## src/rtl/sfc_pkg.sv

```systemverilog
package sfc_pkg;

  localparam int NUM_CH = 2;   // secondary windings
  localparam int NUM_Q  = 2;   // 0: cosine, 1: sine
  localparam real TWO_PI = 6.283185307179586;

  // Frame length for a length code; unknown codes fall back to the longest frame.
  function automatic int frame_len(input logic [2:0] code);
    case (code)
      3'd0:    return 2000;
      3'd1:    return 1500;
      3'd2:    return 1000;
      3'd3:    return 500;
      3'd4:    return 300;
      3'd5:    return 100;
      default: return 2000;
    endcase
  endfunction

  // Reference weight for table position k of a period; quad selects the sine column.
  function automatic int ref_coef(input int k, input int period, input int amp, input bit quad);
    real ang;
    ang = TWO_PI * real'(k) / real'(period);
    if (quad) return int'(real'(amp) * $sin(ang));
    return int'(real'(amp) * $cos(ang));
  endfunction

endpackage

```

## src/rtl/sfc_ref_rom.sv

```systemverilog
module sfc_ref_rom
  import sfc_pkg::*;
#(
  parameter int COEF_W = 16,
  parameter int PERIOD = 100,
  parameter int AMP    = 16777,
  localparam int IDX_W = $clog2(PERIOD)
) (
  input  logic [IDX_W-1:0]         idx,
  output logic signed [COEF_W-1:0] coef [NUM_Q]
);

  logic signed [COEF_W-1:0] tab [NUM_Q][PERIOD];

  for (genvar q = 0; q < NUM_Q; q++) begin : g_col
    for (genvar k = 0; k < PERIOD; k++) begin : g_ent
      localparam int VAL = ref_coef(k, PERIOD, AMP, q == 1);
      assign tab[q][k] = COEF_W'(VAL);
    end
    assign coef[q] = (int'(idx) < PERIOD) ? tab[q][idx] : '0;
  end

endmodule

```

## src/rtl/sfc_frame_seq.sv

```systemverilog
module sfc_frame_seq
  import sfc_pkg::*;
#(
  parameter int MAX_LEN = 2000,
  parameter int PERIOD  = 100,
  localparam int CNT_W  = $clog2(MAX_LEN + 1),
  localparam int IDX_W  = $clog2(PERIOD)
) (
  input  logic             clk,
  input  logic             rst_n,
  input  logic             sof,
  input  logic             in_valid,
  input  logic [2:0]       frame_sel,
  output logic             accept,
  output logic             clear,
  output logic             last,
  output logic [IDX_W-1:0] idx
);

  logic             armed_q;
  logic [CNT_W-1:0] cnt_q;
  logic [CNT_W-1:0] len_q;
  logic [IDX_W-1:0] ph_q;
  logic [IDX_W-1:0] ph_inc;

  // A restart pulse carries its own sample as position 0.
  assign accept = in_valid && (armed_q || sof);
  assign clear  = sof;
  assign last   = accept && !sof && (cnt_q == len_q - 1'b1);
  assign idx    = sof ? '0 : ph_q;
  assign ph_inc = (int'(idx) == PERIOD - 1) ? '0 : idx + 1'b1;

  always_ff @(posedge clk or negedge rst_n) begin
    if (!rst_n) begin
      armed_q <= 1'b0;
      cnt_q   <= '0;
      ph_q    <= '0;
      len_q   <= CNT_W'(frame_len(3'd0));
    end else begin
      if (sof) begin
        armed_q <= 1'b1;
        len_q   <= CNT_W'(frame_len(frame_sel));
      end
      if (accept) begin
        if (last) begin
          cnt_q <= '0;
          ph_q  <= '0;
        end else begin
          cnt_q <= (sof ? '0 : cnt_q) + 1'b1;
          ph_q  <= ph_inc;
        end
      end else if (sof) begin
        cnt_q <= '0;
        ph_q  <= '0;
      end
    end
  end

  // the position counter never reaches the latched frame length
  p_count_range_r2: assert property (@(posedge clk) disable iff (!rst_n)
    armed_q |-> (cnt_q < len_q));

  // while idle, samples do not move the position counter
  p_idle_quiet_r10: assert property (@(posedge clk) disable iff (!rst_n)
    (!armed_q && !sof) |=> (cnt_q == '0));

endmodule

```

## src/rtl/sfc_chan_acc.sv

```systemverilog
module sfc_chan_acc
  import sfc_pkg::*;
#(
  parameter int SAMPLE_W = 16,
  parameter int COEF_W   = 16,
  parameter int ACC_W    = 41,
  localparam int PROD_W  = SAMPLE_W + COEF_W
) (
  input  logic                       clk,
  input  logic                       rst_n,
  input  logic signed [SAMPLE_W-1:0] sample,
  input  logic signed [COEF_W-1:0]   coef [NUM_Q],
  input  logic                       accept,
  input  logic                       clear,
  input  logic                       last,
  output logic signed [ACC_W-1:0]    sum [NUM_Q]
);

  // Full-precision multiply-accumulate step.
  function automatic logic signed [ACC_W-1:0] mac(
    input logic signed [ACC_W-1:0]    base,
    input logic signed [SAMPLE_W-1:0] s,
    input logic signed [COEF_W-1:0]   c,
    input logic                       en
  );
    logic signed [PROD_W-1:0] p;
    p = s * c;
    return en ? base + ACC_W'(p) : base;
  endfunction

  for (genvar q = 0; q < NUM_Q; q++) begin : g_quad
    logic signed [ACC_W-1:0] acc_q;
    logic signed [ACC_W-1:0] sum_q;
    logic signed [ACC_W-1:0] nxt;

    assign nxt    = mac(clear ? '0 : acc_q, sample, coef[q], accept);
    assign sum[q] = sum_q;

    always_ff @(posedge clk or negedge rst_n) begin
      if (!rst_n) begin
        acc_q <= '0;
        sum_q <= '0;
      end else if (last) begin
        sum_q <= nxt;
        acc_q <= '0;
      end else begin
        acc_q <= nxt;
      end
    end

    // a restart without a sample leaves an empty accumulator
    p_clear_empties_r7: assert property (@(posedge clk) disable iff (!rst_n)
      (clear && !accept) |=> (acc_q == '0));
  end

endmodule

```

## src/rtl/sine_fit_corr.sv

```systemverilog
module sine_fit_corr
  import sfc_pkg::*;
#(
  parameter int SAMPLE_W = 16,
  parameter int COEF_W   = 16,
  parameter int ACC_W    = 41,
  parameter int PERIOD   = 100,
  parameter int AMP      = 16777,
  parameter int MAX_LEN  = 2000,
  localparam int IDX_W   = $clog2(PERIOD)
) (
  input  logic                       clk,
  input  logic                       rst_n,
  input  logic                       sof,
  input  logic                       in_valid,
  input  logic [2:0]                 frame_sel,
  input  logic signed [SAMPLE_W-1:0] y1,
  input  logic signed [SAMPLE_W-1:0] y2,
  output logic                       done,
  output logic signed [ACC_W-1:0]    ac1,
  output logic signed [ACC_W-1:0]    as1,
  output logic signed [ACC_W-1:0]    ac2,
  output logic signed [ACC_W-1:0]    as2
);

  logic                       accept;
  logic                       clear;
  logic                       last;
  logic [IDX_W-1:0]           idx;
  logic signed [COEF_W-1:0]   coef   [NUM_Q];
  logic signed [SAMPLE_W-1:0] ch_in  [NUM_CH];
  logic signed [ACC_W-1:0]    ch_sum [NUM_CH][NUM_Q];
  logic                       done_q;

  sfc_frame_seq #(.MAX_LEN(MAX_LEN), .PERIOD(PERIOD)) u_seq (
    .clk(clk), .rst_n(rst_n), .sof(sof), .in_valid(in_valid), .frame_sel(frame_sel),
    .accept(accept), .clear(clear), .last(last), .idx(idx)
  );

  sfc_ref_rom #(.COEF_W(COEF_W), .PERIOD(PERIOD), .AMP(AMP)) u_rom (
    .idx(idx), .coef(coef)
  );

  assign ch_in[0] = y1;
  assign ch_in[1] = y2;

  for (genvar c = 0; c < NUM_CH; c++) begin : g_ch
    sfc_chan_acc #(.SAMPLE_W(SAMPLE_W), .COEF_W(COEF_W), .ACC_W(ACC_W)) u_acc (
      .clk(clk), .rst_n(rst_n), .sample(ch_in[c]), .coef(coef),
      .accept(accept), .clear(clear), .last(last), .sum(ch_sum[c])
    );
  end

  always_ff @(posedge clk or negedge rst_n) begin
    if (!rst_n) done_q <= 1'b0;
    else        done_q <= last;
  end

  assign done = done_q;
  assign ac1  = ch_sum[0][0];
  assign as1  = ch_sum[0][1];
  assign ac2  = ch_sum[1][0];
  assign as2  = ch_sum[1][1];

  // the strobe lasts one cycle
  p_done_pulse_r5: assert property (@(posedge clk) disable iff (!rst_n)
    done |=> !done);

  // a strobe is always preceded by an accepted sample cycle
  p_done_after_sample_r5: assert property (@(posedge clk) disable iff (!rst_n)
    done |-> $past(in_valid));

  // a restart never completes the frame it abandons
  p_sof_blocks_done_r8: assert property (@(posedge clk) disable iff (!rst_n)
    sof |=> !done);

  // results hold between strobes
  p_hold_outputs_r9: assert property (@(posedge clk) disable iff (!rst_n)
    !done |-> ($stable(ac1) && $stable(as1) && $stable(ac2) && $stable(as2)));

endmodule

```

## config.mk

```make
export PLATFORM = sky130hd
export DESIGN_NAME = sine_fit_corr
export DESIGN_NICKNAME = d
export VERILOG_FILES = /design/src/rtl/sfc_pkg.sv /design/src/rtl/sfc_ref_rom.sv /design/src/rtl/sfc_frame_seq.sv /design/src/rtl/sfc_chan_acc.sv /design/src/rtl/sine_fit_corr.sv
export SDC_FILE = /design/constraint.sdc
export NUM_CORES = 2
export LEC_CHECK = 0
export ABC_AREA = 1
export BUFFER_PORTS_ARGS = -buffer_cell sky130_fd_sc_hd__buf_2
export CORE_MARGIN = 1
export CORE_UTILIZATION = 60
export DETAILED_ROUTE_END_ITERATION = 10
export PLACE_DENSITY = 0.76
export SYNTH_ARGS = -nofsm -noshare
export SYNTH_HDL_FRONTEND = slang
export SYNTH_SLANG_ARGS = --single-unit
export TNS_END_PERCENT = 5
```

## constraint.sdc

```tcl
create_clock -name clk -period 10.4 [get_ports clk]
set_input_delay 1.04 -clock clk [delete_from_list [all_inputs] [get_ports clk]]
set_output_delay 1.04 -clock clk [all_outputs]
set_load 0.02 [all_outputs]
```

-- Word level (Yosys, flattened, before mapping)
Memories as Yosys holds them, arrays and structs flattened.
Cells that the tools add are included.
- flip-flop bits (word level): 359
- ROM bits: 4096
- bits of input ports: 39
- output and inout port bits: 165
- logic and storage cells: 67
- memories: 2
- add/subtract/negate cells: 7
- multipliers: 4
- order comparisons: 2
- equality and inequality tests: 7
- mux-type cells: 26
- bitwise gates (word level): 1
- reductions and logical operators: 5
- memories (memory ; words ; bits a word ; read ports ; clocked after memory_dff ; wr ports ; line ; RTL):
    (no name shown) ; 128 ; 16 ; 1 ; 0 ; 0 ; sfc_ref_rom.sv:20 ; assign coef[q] = (int'(idx) < PERIOD) ? tab[q][idx] : '0;
    (no name shown) ; 128 ; 16 ; 1 ; 0 ; 0 ; sfc_ref_rom.sv:20 ;
- operators with widths (operator ; number):
    $mux 41 ; 12
    $add 41x32->41 ; 4
    $mul 16x16->32 ; 4
    $mux 16 ; 6
    $pmux 11 s5 ; 1
    $mux 11 ; 3
    $mux 7 ; 4
    $add 11x1->11 const B ; 1
    $eq 11x11->1 ; 1
    $sub 11x1->11 const B ; 1
    $ge 8x8->1 const B ; 1
    $not 7->8 ; 1
    $add 7x1->7 const B ; 1
    $eq 7x6->1 const B ; 1
    $lt 7x7->1 const B ; 1
    $eq 3x2->1 const B ; 2
    $eq 3x3->1 const B ; 2
    $eq 3x1->1 const B ; 1
    $logic_and 1x1->1 ; 3
    $logic_not 1->1 ; 1
    $logic_or 1x1->1 ; 1

-- Logic depth before layout (Yosys ltp)
- depth in word-level cells: 10
- depth in mapped cells: 45
- gate-level depth less buffers: 43

-- By module
From an unflattened synthesis, not the netlist that was laid out.
- cell total of the unflattened synthesis: 10439
- area, all modules: 75257.2 um^2
- by module, submodules not included (module ; instances ; cells each ; area an instance (um^2) ; sequential area each (um^2)):
    sfc_chan_acc at g_ch[0].u_acc ; 1 ; 4664 ; 34744.6 ; 4103.9
    sfc_chan_acc at g_ch[1].u_acc ; 1 ; 4667 ; 34737.1 ; 4103.9
    sfc_ref_rom ; 1 ; 808 ; 3724.8 ; 0.0
    sfc_frame_seq ; 1 ; 299 ; 2025.7 ; 708.2
    sine_fit_corr ; 1 ; 1 ; 25.0 ; 25.0

-- Worst setup path before layout
OpenSTA, ideal clock, no wires.
- kind: input to register
- from: input sof
- to: register g_ch[1].u_acc.g_quad[1].sum_q[36]
- data arrival time: 8.410 ns
- required time: 10.317 ns
- path slack: 1.908 ns
- stages on the path: 37
- cells stage by stage: buf_6 > inv_12 > buf_6 > buf_2 > buf_1 > nand2_1 > ha_1 > inv_1 > nor2_1 > inv_1 > nand3_1 > o21ai_1 > nand2_1 > nand3_1 > nand3_1 > buf_2 > inv_1 > nand2_1 > fa_1 > fa_1 > fa_1 > fa_1 > inv_1 > fa_1 > inv_1 > fa_1 > inv_1 > ha_1 > nand2_1 > nor2_1 > inv_1 > nor3_1 > nand4_1 > a31o_2 > nand3_1 > nand2_1 > o21ai_0
- longest elaborated chain between the ends: 9
- elaborated cells between the ends (all ways): 16
- those cells by class: add/sub (1); mul (1); order compare (1); mux (6); bitwise (1); reduce/logical (5); memory (1)
- RTL lines (item ; line ; RTL):
    start, declared ; sine_fit_corr.sv:14 ; input logic sof,
    $mux 7 ; sfc_frame_seq.sv:30 ; assign idx = sof ? '0 : ph_q;
    $not 7->8 (not written as such) ; sfc_ref_rom.sv:20 ;
    $mem_v2 128x16 ; -- ;
    $mux 16 (not written as such) (2 in a row) ; sfc_ref_rom.sv:20 ;
    $mux 16 ; sfc_ref_rom.sv:20 ;
    $mul 16x16->32 ; sfc_chan_acc.sv:27 ; p = s * c;
    $add 41x32->41 ; sfc_chan_acc.sv:28 ; return en ? base + ACC_W'(p) : base;
    $mux 41 ; sfc_chan_acc.sv:28 ;
    end signal, assigned ; sfc_chan_acc.sv:44 ; sum_q <= nxt;
    end, declared ; sfc_chan_acc.sv:33 ; logic signed [ACC_W-1:0] sum_q;
Parallel ways exist; a longest one is shown, timed or not. The select of a mux whose other input is x is not followed.
A chain may end at the register's enable or synchronous reset.

-- Worst setup path in the final report
- from: input sof
- to: register g_ch[0].u_acc.g_quad[1].sum_q[34]
- longest elaborated chain between the ends: 9
- elaborated cells between the ends (all ways): 16
- those cells by class: add/sub (1); mul (1); order compare (1); mux (6); bitwise (1); reduce/logical (5); memory (1)
- RTL lines (item ; line):
    $mux 7 ; sfc_frame_seq.sv:30
    $not 7->8 (not written as such) ; sfc_ref_rom.sv:20
    $mem_v2 128x16 ; --
    $mux 16 (not written as such) (2 in a row) ; sfc_ref_rom.sv:20
    $mux 16 ; sfc_ref_rom.sv:20
    $mul 16x16->32 ; sfc_chan_acc.sv:27
    $add 41x32->41 ; sfc_chan_acc.sv:28
    $mux 41 ; sfc_chan_acc.sv:28
    end signal, assigned ; sfc_chan_acc.sv:44
    end, declared ; sfc_chan_acc.sv:33
Parallel ways exist; a longest one is shown, timed or not. The select of a mux whose other input is x is not followed.

==> metrics.md <==
| Metric | Value |
|---|---|
| Post-DP HPWL | 213,000 um |
| Layout Nets | 11,306 |
| Final Hold Vio Count | 0 |
| Synth Cell Area | 71,000 um^2 |
| Drt wl/cell | 23.8 um |
| Fillers | 9,774 |
| Clock sinks | 357 |
| Die W | 346 um |
| CP Capture Type | register |
| Yosys cell types | 74 |
| Critical path required time | 10,980 ps |
| Worst-Margin Slew | 1520 ps |
| Rel. slew slack | -0.0217 |
| Core box area | 117,000 um^2 |
| Root buf cell | clkbuf_16 |
| Cts hold-fix bufs | 0 |
| Area Overhead vs Synth | 10.7% |
| Grt ovf | 0 |
| Rows | 125 |
| Synth Area per Inst | 7.93 um^2 |
| CP arrival | 10,520 ps |
| Synthesized Nets | 10,820 |
| GR Util All Layers | 0.446 |
| Ports | 204 |
| Clk pin slew, worst setup/hold paths | 60 ps |
| Top-count cell post-synth | inv_1 |
| Worst reg2reg setup slack | 780 ps |
| Cell mode on critical path | inv_1 |
| Synth top area share | 0.377 |
| Hold WC Path Type | primary input to asynchronous set/reset pin |
| Port Buffers | 203 |
| CTS Buf Count | 47 |
| Drt drc | 0 |
| # setup viols final | 0 |
| Seq. cell area | 8940 um^2 |
| Total wire length | 262,000 um |
| Placer Congestion | 1.08 |
| RR Startpoint | u_seq.ph_q[1] |
| Largest cells by area after synthesis | fa_1, dfrtp_1, inv_1 |
| Setup Fix Bufs, Post-CTS | 0 |
| Initial core utilization | 0.608 |
| Syn Inst Count | 8,957 |
| TNS Setup | 0 ps |
| Post-synth EDFFs | 0 |
| Initial DRC Count | 7,403 |
| Type of the worst setup path | primary input to register |
| Multi-input logic area | 52,200 um^2 |
| Sequential share of the synthesized area | 0.126 |
| Vias in the first global route | 65,938 |
| Status | finished with violations |
| Initial antenna violation count | 23 |
| Reg2Reg Depth | 39 |
| First-pass GRT wire length | 398,000 um |
| Pin count of the biggest net entering global routing | 119 |
| Cts repair resizes | 0 |
| Critical path's largest stage delay | 570 ps |
| Number of vias per cell | 5.79 |
| Violated checks | max-capacitance violations, max-slew violations |
| Critical-path top delay cell | inv_2 |
| Ys async rst share | 1.00 |
| Max-Cap Viols | 1 |
| Post-synth top cells | inv_1, nor2_1, fa_1 |
| Layout cells sized above 1 | 0.105 |
| Vias post-DR | 63,740 |
| Max Slew Vio Count | 3 |
| Predominant post-synthesis flop cell | dfrtp_1 |
| RSZ-0062 raised after global routing | no |
| Fmax | 101 MHz |
| CTS Buffer Depth | 3 |
| Leading area contributor after synthesis | fa_1 |
| Critical path's top delay family | adder cells |
| DRT Pass-1 Iters | 8 |
| Levels on crit path | 41 |
| Clk Latency, worst-skew pair | 670 ps |
| Worst setup SP type | primary input |
| Final Cycle Share | 0.956 |
| Die area | 120,000 um^2 |
| Post-synthesis register bit count | 357 |
| Worst flop-to-flop path endpoint | g_ch[0].u_acc.g_quad[1].sum_q[34] |
| Worst path bufs/invs | 13 |
| Crit path max fanout | 15 |
| Period minus WS final | 9940 ps |
| TritonCTS clock tree | done |
| Fin util | 0.673 |
| H-tree levels | 2 |
| Antenna viol nets, final | 0 |
| Die H | 346 um |
| Clock Skew | 37.0 ps |
| Syn. warnings | 0 |
-- cell type report --
type | count | share of cell area
timing repair buffer | 779 | 0.0716
clock inverter | 28 | 0.00522
sequential | 357 | 0.114
multi-input combinational | 6077 | 0.664
antenna | 9 | 0.000286
clock buffer | 59 | 0.0165
tap | 1524 | 0.0242
inverter | 2181 | 0.104
-- state kept, by name (all words and copies together) (netlist names) --
name                     count
u_seq.armed_q                1
u_seq.len_q                  9
u_seq.ph_q                   7
g_ch.u_acc.g_quad.acc_q    164
u_seq.cnt_q                 11
g_ch.u_acc.g_quad.sum_q    164
done                         1
-- per-stage QoR --
step,worst slack (ps),std cells,area (um^2),hold slack [ps]
2_1_floorplan,1910,8957,71000,426
3_3_place_gp,137,10918,76900,459
3_5_place_dp,116,10918,76900,460
4_1_cts,709,11005,78600,384
5_1_grt,48.1,11009,78600,414
6_report,458,11014,78600,379
-- layout by cell type (no fill, tap or decap), drive strengths merged, types with 42 or more instances in the layout --
cell and count:
a31oi 75, nand4 42, a21oi 310, xnor2 43
nor2 1363, ha 488, inv 2172, o21ai 451
buf 778, nand3 281, nand2 1342, dfrtp 351
fa 1336, xor2 59, clkbuf 60
-- routing by layer --
metal,GRT usage,up-vias,wire [um]
met1,0.613,31347,102000
met4,0.189,20,13100
met2,0.642,3930,109000
met5,0.00800,-,403
met3,0.152,770,36800
li1,-,27673,-
-- how the worst max path moves through the flow --
stage,from,end,slack (ps)
3_5_place_dp,sof,g_ch[0].u_acc.g_quad[1].sum_q[39],120
2_1_floorplan,sof,g_ch[1].u_acc.g_quad[1].sum_q[36],1910
4_1_cts,sof,g_ch[0].u_acc.g_quad[1].sum_q[39],710
3_3_place_gp,sof,g_ch[0].u_acc.g_quad[1].sum_q[39],140
5_1_grt,sof,g_ch[0].u_acc.g_quad[1].acc_q[28],50
6_report,sof,g_ch[0].u_acc.g_quad[1].sum_q[34],460
-- cells by family after synthesis --
family / Yosys count / share of synthesized area
compound gates: 1002 / 0.0792
buf+inv: 2523 / 0.139
fa+ha+maj: 1824 / 0.462
xor+xnor: 102 / 0.0126
mux: 1 / 0.000141
simple gates: 3148 / 0.180
flops: 357 / 0.126
Power is not shown: default switching activity piles up to over one toggle a cycle in this logic, so the estimate is an artifact.
